### src/rtl/ubr_pkg.sv
package ubr_pkg;

    localparam int unsigned UBR_WORD_W = 18;

    // Per-direction control bundle
    typedef struct packed {
        logic le;
        logic dclk;
        logic clken_n;
        logic oe_n;
    } lane_ctrl_t;

    // Storage update decision for one direction
    typedef enum logic [1:0] {
        ST_HOLD  = 2'd0,
        ST_TRACK = 2'd1,
        ST_LOAD  = 2'd2
    } store_op_t;

    function automatic store_op_t pick_op(input logic le, input logic rise,
                                          input logic clken_n);
        if (le)
            return ST_TRACK;
        else if (rise && !clken_n)
            return ST_LOAD;
        else
            return ST_HOLD;
    endfunction

endpackage

### src/rtl/ubr_keeper.sv
module ubr_keeper #(
    parameter int unsigned W = ubr_pkg::UBR_WORD_W
) (
    input  logic         clk,
    input  logic         rst,
    input  logic [W-1:0] pad_val,
    input  logic [W-1:0] pad_drv,
    output logic [W-1:0] eff
);
    logic [W-1:0] held_q;

    for (genvar i = 0; i < W; i++) begin : g_bit
        always_ff @(posedge clk) begin
            if (rst)
                held_q[i] <= 1'b0;
            else if (pad_drv[i])
                held_q[i] <= pad_val[i];
        end
        assign eff[i] = pad_drv[i] ? pad_val[i] : held_q[i];
    end
endmodule

### src/rtl/ubr_edge_det.sv
module ubr_edge_det (
    input  logic clk,
    input  logic rst,
    input  logic sig,
    output logic rise
);
    logic prev_q;

    // Reset to 1 so a level already high after reset is not an edge
    always_ff @(posedge clk) begin
        if (rst)
            prev_q <= 1'b1;
        else
            prev_q <= sig;
    end

    assign rise = sig & ~prev_q;
endmodule

### src/rtl/ubr_lane.sv
module ubr_lane
    import ubr_pkg::*;
#(
    parameter int unsigned W = UBR_WORD_W
) (
    input  logic         clk,
    input  logic         rst,
    input  lane_ctrl_t   ctrl,
    input  logic [W-1:0] din,
    output logic [W-1:0] tx_data,
    output logic         tx_en
);
    logic         rise;
    store_op_t    op;
    logic [W-1:0] word_q;
    logic [W-1:0] sel;

    ubr_edge_det u_edge (
        .clk  (clk),
        .rst  (rst),
        .sig  (ctrl.dclk),
        .rise (rise)
    );

    always_comb op = pick_op(ctrl.le, rise, ctrl.clken_n);

    always_ff @(posedge clk) begin
        if (rst) begin
            word_q <= '0;
        end else begin
            unique case (op)
                ST_TRACK, ST_LOAD: word_q <= din;
                default:           word_q <= word_q;
            endcase
        end
    end

    always_comb begin
        sel     = ctrl.le ? din : word_q;
        tx_en   = ~ctrl.oe_n;
        tx_data = tx_en ? sel : '0;
    end
endmodule

### src/rtl/ubr_xcvr.sv
module ubr_xcvr
    import ubr_pkg::*;
#(
    parameter int unsigned W = UBR_WORD_W
) (
    input  logic         clk,
    input  logic         rst,
    input  logic [W-1:0] a_rx_data,
    input  logic [W-1:0] a_rx_drv,
    input  logic [W-1:0] b_rx_data,
    input  logic [W-1:0] b_rx_drv,
    input  logic         ab_le,
    input  logic         ab_clk,
    input  logic         ab_clken_n,
    input  logic         ab_oe_n,
    input  logic         ba_le,
    input  logic         ba_clk,
    input  logic         ba_clken_n,
    input  logic         ba_oe_n,
    output logic [W-1:0] b_tx_data,
    output logic         b_tx_en,
    output logic [W-1:0] a_tx_data,
    output logic         a_tx_en
);
    logic [W-1:0] a_eff;
    logic [W-1:0] b_eff;
    lane_ctrl_t   ab_ctrl;
    lane_ctrl_t   ba_ctrl;

    always_comb begin
        ab_ctrl = '{le: ab_le, dclk: ab_clk, clken_n: ab_clken_n, oe_n: ab_oe_n};
        ba_ctrl = '{le: ba_le, dclk: ba_clk, clken_n: ba_clken_n, oe_n: ba_oe_n};
    end

    ubr_keeper #(.W(W)) u_keep_a (
        .clk (clk), .rst (rst), .pad_val (a_rx_data), .pad_drv (a_rx_drv), .eff (a_eff)
    );

    ubr_keeper #(.W(W)) u_keep_b (
        .clk (clk), .rst (rst), .pad_val (b_rx_data), .pad_drv (b_rx_drv), .eff (b_eff)
    );

    ubr_lane #(.W(W)) u_lane_ab (
        .clk (clk), .rst (rst), .ctrl (ab_ctrl), .din (a_eff),
        .tx_data (b_tx_data), .tx_en (b_tx_en)
    );

    ubr_lane #(.W(W)) u_lane_ba (
        .clk (clk), .rst (rst), .ctrl (ba_ctrl), .din (b_eff),
        .tx_data (a_tx_data), .tx_en (a_tx_en)
    );
endmodule

### config.mk
export PLATFORM = sky130hd
export DESIGN_NAME = ubr_xcvr
export DESIGN_NICKNAME = d
export VERILOG_FILES = /design/src/rtl/ubr_pkg.sv /design/src/rtl/ubr_keeper.sv /design/src/rtl/ubr_edge_det.sv /design/src/rtl/ubr_lane.sv /design/src/rtl/ubr_xcvr.sv
export SDC_FILE = /design/constraint.sdc
export NUM_CORES = 1
export LEC_CHECK = 0
export ABC_CLOCK_PERIOD_IN_PS = 2300
export CORE_UTILIZATION = 40
export DETAILED_ROUTE_END_ITERATION = 8
export PLACE_DENSITY_LB_ADDON = 0.05
export SLEW_MARGIN = 5
export SYNTH_ARGS = -nofsm -noshare
export SYNTH_HDL_FRONTEND = slang
export SYNTH_HIERARCHICAL = 1
export SYNTH_SLANG_ARGS = --single-unit
### constraint.sdc
create_clock -name clk -period 2.3 [get_ports clk]
set_input_delay 0.23 -clock clk [delete_from_list [all_inputs] [get_ports clk]]
set_output_delay 0.23 -clock clk [all_outputs]
set_load 0.01 [all_outputs]
## Yosys cells after proc, flatten, opt, wreduce, memory -nomap -nowiden

Index checks and enable logic that the tools add are counted.
W data, S select, Z words.

- Bits in registers: 74
- Latch bits: 0
- Memory bits (writable): 0
- ROM bits: 0
- Input port bits: 82
- Logic and storage cells: 100
- Memories kept: 0

- Add/subtract/negate cells: 0
- Multiply operators: 0
- Div/mod/pow operators: 0
- Order comparisons: 0
- Equality and inequality tests: 4
- Shifts and indexed selects: 0
- Muxes and demuxes: 44
- Bitwise logic cells: 6
- Reduce and logical (&&, ||, !) cells: 6

Operator list:

| operator | count |
|---|---|
| $mux W18 | 4 |
| $mux W1 | 36 |
| $mux W2 | 4 |
| $eq A2 B1 Y1 const B | 2 |
| $eq A2 B2 Y1 const B | 2 |
| $not A1 Y1 | 4 |
| $reduce_or A2 Y1 | 2 |
| $and A1 B1 Y1 | 2 |
| $logic_and A1 B1 Y1 | 2 |
| $logic_not A1 Y1 | 2 |

## Logic depth before layout (Yosys ltp)

Gate-level depths: netlist (run 1).

- Depth in word-level cells: 7
- Depth in mapped cells: 5
- Gate-level depth less buffers: 3

## Modules after synthesis

The synthesis (run 1) kept the hierarchy.

Modules (own cells, without submodules):

| module | instances | cells each | area each (sq um) | sequential area each (sq um) |
|---|---|---|---|---|
| ubr_lane | 2 | 120 | 1,099.8 | 360.3 |
| ubr_keeper | 2 | 55 | 783.3 | 360.3 |
| ubr_edge_det | 2 | 3 | 32.5 | 20.0 |

## Least setup slack after synthesis (run 1)

Ideal clock, no wire load.

- Kind: input to output
- Start: input port ba_le
- End: output port a_tx_data[10]
- Arrival: 830 ps
- Data required time: 2,070 ps
- Path slack: 1,240 ps
- Cell stages on the path: 4
- Cells stage by stage: buf_6 > buf_4 > mux2i_1 > nor2_1

- Word-level cells in the longest chain between the ends: 2

Ends and longest elaborated chain:

| what | RTL line | text |
|---|---|---|
| from (decl) | ubr_xcvr.sv:16 | `input logic ba_le,` |
| $mux W18 | ubr_lane.sv:39 | `sel = ctrl.le ? din : word_q;` |
| $mux W18 | ubr_lane.sv:41 | `tx_data = tx_en ? sel : '0;` |
| to (decl) | ubr_xcvr.sv:22 | `output logic [W-1:0] a_tx_data,` |

No other way between the ends.

## Worst setup path after layout (run 1)

- Start: input port a_rx_drv[14]
- End: output port b_tx_data[14]

- Word-level cells in the longest chain between the ends: 3

Ends and longest elaborated chain:

| what | RTL line | text |
|---|---|---|
| from (decl) | ubr_xcvr.sv:9 | `input logic [W-1:0] a_rx_drv,` |
| $mux W1 | ubr_keeper.sv:19 | `assign eff[i] = pad_drv[i] ? pad_val[i] : held_q[i];` |
| via a_eff[14] | ubr_xcvr.sv:25 | `logic [W-1:0] a_eff;` |
| $mux W18 | ubr_lane.sv:39 |  |
| $mux W18 | ubr_lane.sv:41 |  |
| to (decl) | ubr_xcvr.sv:20 | `output logic [W-1:0] b_tx_data,` |

The timed path passes the listed nets, and every way through them passes these cells.

==> results.yml, run 1 <==
cts:
  cts_resized: 0
  cts_tree: "yes"
  cts_setup_buffers: 0
  cts_hold_buf: 0
  clock_path_buffers: 2
  cts_buffers: 9
  clock-sinks: 74
  htree_levels: 3
  cts_root_buffer: "clkbuf_8"
  clk_pin_slew_ns: 0.07
  insertion_delay_ns: 0.34
floorplanning:
  die_y_um: 99.9
  initial_utilization_pct: 41.5
  dieArea_um2: 9970
  num_rows: 35
  io_pins: 120
  core-area_um2: 9240
  fp.dieW_um: 99.9
layout:
  most-common-layout-cells: "118 x clkdlybuf4s50_1, 74 x dfxtp_1, 72 x mux2i_1, 72 x nand2b_1, 36 x nor2_1"
  fillers: 829
  final_cells: 608
  synthToLayoutAreaGrowth_pct: 39.1
  nNetsFinal: 556
  seq_area_um2: 1480
  multi_input_area_um2: 2180
  final_common_cell: "clkdlybuf4s50_1"
  drive_above_1_share_pct: 17.1
  antenna_cells: 0
setup_path:
  crit_path_cell_trace: "clkdlybuf4s50_1 -> mux2_4 -> mux2i_1 -> nor2_1 -> clkdlybuf4s50_1"
  required_ns: 2.07
  endpoint_kind: "primary output"
  crit_family: "buffers and inverters"
  slowest_delay_ns: 0.48
  slowest_stage: "clkdlybuf4s50_1"
  critPathKind: "in -> out"
  cp.arrival_ns: 1.78
  cpMostUsedCell: "clkdlybuf4s50_1"
  worstSetupStartpointType: "input pin"
  cp_num_buf_inv: 2
  worst-path-max-fanout: 3
  r2r_slack_ns: 1.17
timing:
  final.setup.tns_ns: 0
  drv_slew: 0
  finalCritPeriodShare_pct: 87.3
  finClkSkew_ns: 0.00975
  hold_viol: 0
  rsz0062_at_grt: "false"
  finalSetupViolCount: 0
  min_period_ns: 2.01
  tightest_slew_ns: 0.374
  relSlewSlack_pct: 75.1
  fmax_mhz: 498
routing:
  finalWirelength_um: 7510
  first_pass_iters: 4
  route.detailed.vias_per_inst: 4.53
  vias: 2757
  drt_iter0_drc: 47
  drc: 0
  detail_route.wl_per_cell_um: 12.3
  drtAntennaViolNets: 0
synthesis:
  ys_ff_latch: 74
  postSynthAreaPerCell_um2: 10.8
  synth_top_area_share_pct: 38.7
  yosys.cell_types.count: 18
  synth_area_leaders: "dfxtp_1 39%, mux2i_1 19%, mux2_4 13%"
  yosys.area.top_type: "dfxtp_1"
  yosys_warnings: 6
  ys_seq_area_share_pct: 38.7
  syn_inst: 356
  synth_area_um2: 3830
  synth_nets: 438
pwr:
  peakVddDrop_uv: 325
  p_int_uw: 2320
  p_sw_share_pct: 24.0
  leakagePower_uw: 0.00225
  power_density_nw_per_um2: 572
  power_frac_clock_pct: 34.0
  pwr-share-comb_pct: 20.5
  power_switching_uw: 733
  seqPwrFrac_pct: 45.5
place:
  portBuffers: 119
  hpwl_um: 5190
  placed_cells: 592
  place_congestion: 0.681
grt:
  overflow: 0
  grt_pass1_vias: 2733
  grt_pass1_wl_um: 12300
  antenna_found_initial: 0
  grt_util_all_layers_pct: 15.5
  grt_max_degree: 50
run_status:
  status: "finished clean"
worst_hold_path:
  min_path_type: "in -> reg"
job:
  maxCapViolations: 0
## Yosys cell counts, drive strengths merged
library cell  number
or2                2
nand2b            72
nor2b             30
clkbuf             8
dfxtp             74
a21oi              2
mux2              36
inv                4
nor2              36
buf               12
mux2i             72
and2b              8
## power by group through the flow
stage / logic [µW] / clock network, µW / registers [µW]
floorplan: 365 / 0 / 1410
global placement: 626 / 0 / 1410
detailed placement: 633 / 0 / 1420
CTS: 636 / 1070 / 1390
global route: 679 / 1120 / 1400
finish: 626 / 1040 / 1390
## sequential cells by signal (all words and copies together) (netlist names)
| name | count |
|---|---|
| u_keep_a/held_q | 18 |
| u_keep_b/held_q | 18 |
| u_lane_ab/word_q | 18 |
| u_lane_ba/word_q | 18 |
| u_lane_ab/u_edge/prev_q | 1 |
| u_lane_ba/u_edge/prev_q | 1 |
## kinds of logic (layout without fill, tap and decap cells)
logic type,Yosys count,after routing,synth area share [%]
simple gates,148,148,23.9
mux,108,108,32.5
flops,74,74,38.7
buf+inv,24,147,4.44
compound gates,2,2,0.457
## stage by stage
step | worst slack [ns] | total power, µW | hold WS (ns) | util (%) | instance area (µm²)
3_3_place_gp | 0.283 | 2040 | 0.459 | 55.5 | 5120
5_1_grt | 0.240 | 3200 | 0.306 | 57.7 | 5330
2_1_floorplan | 1.24 | 1770 | 0.302 | - | 3830
3_5_place_dp | 0.300 | 2050 | 0.466 | 55.5 | 5120
4_1_cts | 0.282 | 3100 | 0.286 | 57.7 | 5330
6_report | 0.291 | 3050 | 0.298 | 57.7 | 5330
## per-layer routing
layer,wire length (µm),global-route usage (%),share of wire (%),up-vias
met5,0,0,0,-
met4,89,6.79,1.2,0
met3,442,3.76,5.9,6
met2,3320,25.1,44,77
met1,3650,19.5,49,1272
li1,-,-,-,1402
## path summary, 6_finish.rpt
kind | from | to | depth (start not counted)
hold / removal | rst | u_keep_b/held_q[1]$_SDFF_PP0_ | 2
setup / recovery | a_rx_drv[14] | b_tx_data[14] | 5
setup reg to reg | u_lane_ab/u_edge/prev_q$_SDFF_PP1_ | u_lane_ab/word_q[14]$_SDFFE_PP0P_ | 4
hold reg to reg | u_lane_ab/word_q[10]$_SDFFE_PP0P_ | u_lane_ab/word_q[10]$_SDFFE_PP0P_ | 2
## layout make-up
cell class	instances	share of cell area (%)
clock buffer	12	2.91
clock inverter	4	0.939
inverter	4	0.282
multi-input combinational	258	40.9
sequential	74	27.8
tap	129	3.03
timing repair buffer	127	24.1
Power figures use the tool's default switching activity.
==> inputs of run 2 (changes only) <==
Settings changed: ABC_AREA from default to 0, SYNTH_HIERARCHICAL 1 to default.
==> results.yml, run 2 <==
floorplanning:
  fp.dieW_um: 92.8
  die_y_um: 92.8
  dieArea_um2: 8610
  core-area_um2: 7850
  io_pins: 120
  initial_utilization_pct: 42.0
  num_rows: 32
routing:
  drc: 0
  drt_iter0_drc: 37
  finalWirelength_um: 6900
  drtAntennaViolNets: 0
  route.detailed.vias_per_inst: 4.79
  first_pass_iters: 4
  detail_route.wl_per_cell_um: 12.7
  vias: 2600
pwr:
  power_frac_clock_pct: 36.2
  power_switching_uw: 704
  p_total_uw: 3040
  pwr-share-comb_pct: 18.1
  peakVddDrop_uv: 313
  power_density_nw_per_um2: 635
  seqPwrFrac_pct: 45.6
  leakagePower_uw: 0.00197
  p_int_uw: 2330
  p_sw_share_pct: 23.2
grt:
  grt_util_all_layers_pct: 17.0
  grt_pass1_vias: 2694
  grt_max_degree: 75
  antenna_found_initial: 0
  grt_pass1_wl_um: 11800
  overflow: 0
setup_path:
  cpMostUsedCell: "clkdlybuf4s50_1"
  reg2regPathDepth: 4
  r2r-start: "u_lane_ba.u_edge.prev_q$_SDFF_PP1_"
  worst-path-max-fanout: 37
  endpoint_kind: "primary output"
  timing.rr.end: "u_lane_ba.word_q[6]$_SDFFE_PP0P_"
  cp.arrival_ns: 1.92
  slowest_delay_ns: 0.62
  r2r_slack_ns: 0.96
  required_ns: 2.07
  slowest_stage: "clkdlybuf4s50_1"
  critPathKind: "in -> out"
  crit_path_cell_trace: "clkdlybuf4s50_1 -> buf_12 -> nor2_1 -> a211oi_1 -> clkdlybuf4s50_1"
  worstSetupStartpointType: "input pin"
timing:
  tightest_slew_ns: 0.314
  finClkSkew_ns: 0.00803
  hold_viol: 0
  rsz0062_at_grt: "false"
  fmax_mhz: 464
  finalSetupViolCount: 0
  min_period_ns: 2.15
  final.setup.tns_ns: 0
  finalCritPeriodShare_pct: 93.7
  relSlewSlack_pct: 79.1
  drv_slew: 0
synthesis:
  synth_commonest_cells: "74 x dfxtp_1, 73 x nor2_1, 36 x a211oi_1, 36 x mux2i_1, 36 x nor2b_1"
  synth-async-reset-ratio_pct: 0
  ys.flop_type: "dfxtp_1"
  synth_top_area_share_pct: 44.9
  yosys.cell_types.count: 16
  syn_inst: 320
  postSynthAreaPerCell_um2: 10.3
  ys_seq_area_share_pct: 44.9
  yosys.area.top_type: "dfxtp_1"
  ys_ff_latch: 74
  yosys_warnings: 0
  synth_area_um2: 3300
  synth_nets: 402
  synth_edf_count: 0
  synth.most_common_cell: "dfxtp_1"
  synth_area_leaders: "dfxtp_1 45%, mux2i_1 11%, mux2_4 9.1%"
worst_hold_path:
  min_path_type: "in -> reg"
  hold_start: "rst"
  min_to: "u_keep_a.held_q[2]$_SDFF_PP0_"
  holdPathStages: 3
cts:
  cts_setup_buffers: 0
  cts_hold_buf: 0
  clock_path_buffers: 2
  cts_root_buffer: "clkbuf_8"
  insertion_delay_ns: 0.32
  cts_resized: 0
  clock-sinks: 74
  cts_tree: "yes"
  cts_buffers: 9
  clk_pin_slew_ns: 0.08
  htree_levels: 3
layout:
  nNetsFinal: 518
  most-common-layout-cells: "118 x clkdlybuf4s50_1, 74 x dfxtp_1, 73 x nor2_1"
  fillers: 718
  synthToLayoutAreaGrowth_pct: 45.0
  drive_above_1_share_pct: 14.7
  antenna_cells: 0
  final_cell_area_um2: 4780
  final_common_cell: "clkdlybuf4s50_1"
place:
  place_congestion: 0.742
  portBuffers: 119
  dpl_cell_area_um2: 4560
  hpwl_um: 4590
job:
  maxCapViolations: 0
run_status:
  status: "finished clean"
[run 2: cell count changes in the layout (fill, tap and decap cells not counted), moves of 4 or more]
cell / change
nand2b_1: -72
nor2b_2: -16
mux2_4: -12
nor2b_4: -4
nor2_1: +37
nor2b_1: +26
a211oi_1: +36
mux2i_1: -36
and2b_1: -8
mux2_2: +12
[run 2: logic make-up (layout without fill, tap and decap cells)]
family	after synthesis	after routing	synth area share [%]
muxes	72	72	25.5
AOI/OAI and AO/OA	38	38	9.18
and+or+nand+nor	112	112	15.7
buffers and inverters	24	145	4.67
DFF	74	74	44.9
[run 2: cell type report]
cell class	instances	area, µm²	share of cell area [%]
Inverter	2	7.51	0.157
Clock inverter	5	77.6	1.62
Timing Repair Buffer	127	1280	26.9
Sequential cell	74	1480	31.0
Tap cell	102	128	2.67
Multi-Input combinational cell	222	1660	34.8
Clock buffer	11	141	2.96
[run 2: metal layers]
metal / vias up / part of all wire, % / GRT usage (%)
li1: 1331 / - / -
met1: 1195 / 45 / 20.6
met2: 68 / 49 / 29.8
met3: 6 / 5.2 / 3.12
met4: 0 / 0.83 / 6.03
met5: - / 0 / 0
[run 2: worst max-delay path by stage]
stage / startpoint / end / slack (ns)
final: ab_le / b_tx_data[16] / 0.15
after global routing: ab_le / b_tx_data[16] / 0.08
after CTS: ab_le / b_tx_data[16] / 0.13
after detailed placement: ab_le / b_tx_data[16] / 0.15
after global placement: ab_le / b_tx_data[16] / 0.16
after floorplan: u_lane_ab.u_edge.prev_q$_SDFF_PP1_ / u_lane_ab.word_q[10]$_SDFFE_PP0P_ / 1.08
[run 2: stage by stage]
step	hold slack [ns]	instances	util, %	setup slack, ns
2_1_floorplan	0.337	320	-	1.08
3_3_place_gp	0.509	527	58.1	0.160
3_5_place_dp	0.517	527	58.1	0.150
4_1_cts	0.415	543	60.9	0.132
5_1_grt	0.457	543	60.9	0.0823
6_report	0.426	543	60.9	0.146
[run 2: power by group through the flow]
stage                     logic [µW]  registers [µW]  clock network (µW)
after floorplan                  287            1410                   0
after global placement           548            1410                   0
after detailed placement         555            1410                   0
after CTS                        557            1390                1130
after global routing             599            1390                1190
final                            550            1390                1100
[run 2: worst max-delay path, delay by kind of cell]
| kind | cells | cell delay [ns] |
|---|---|---|
| buffers and inverters | 3 | 1.33 |
| AOI/OAI and AO/OA | 1 | 0.30 |
| and+or+nand+nor | 1 | 0.06 |
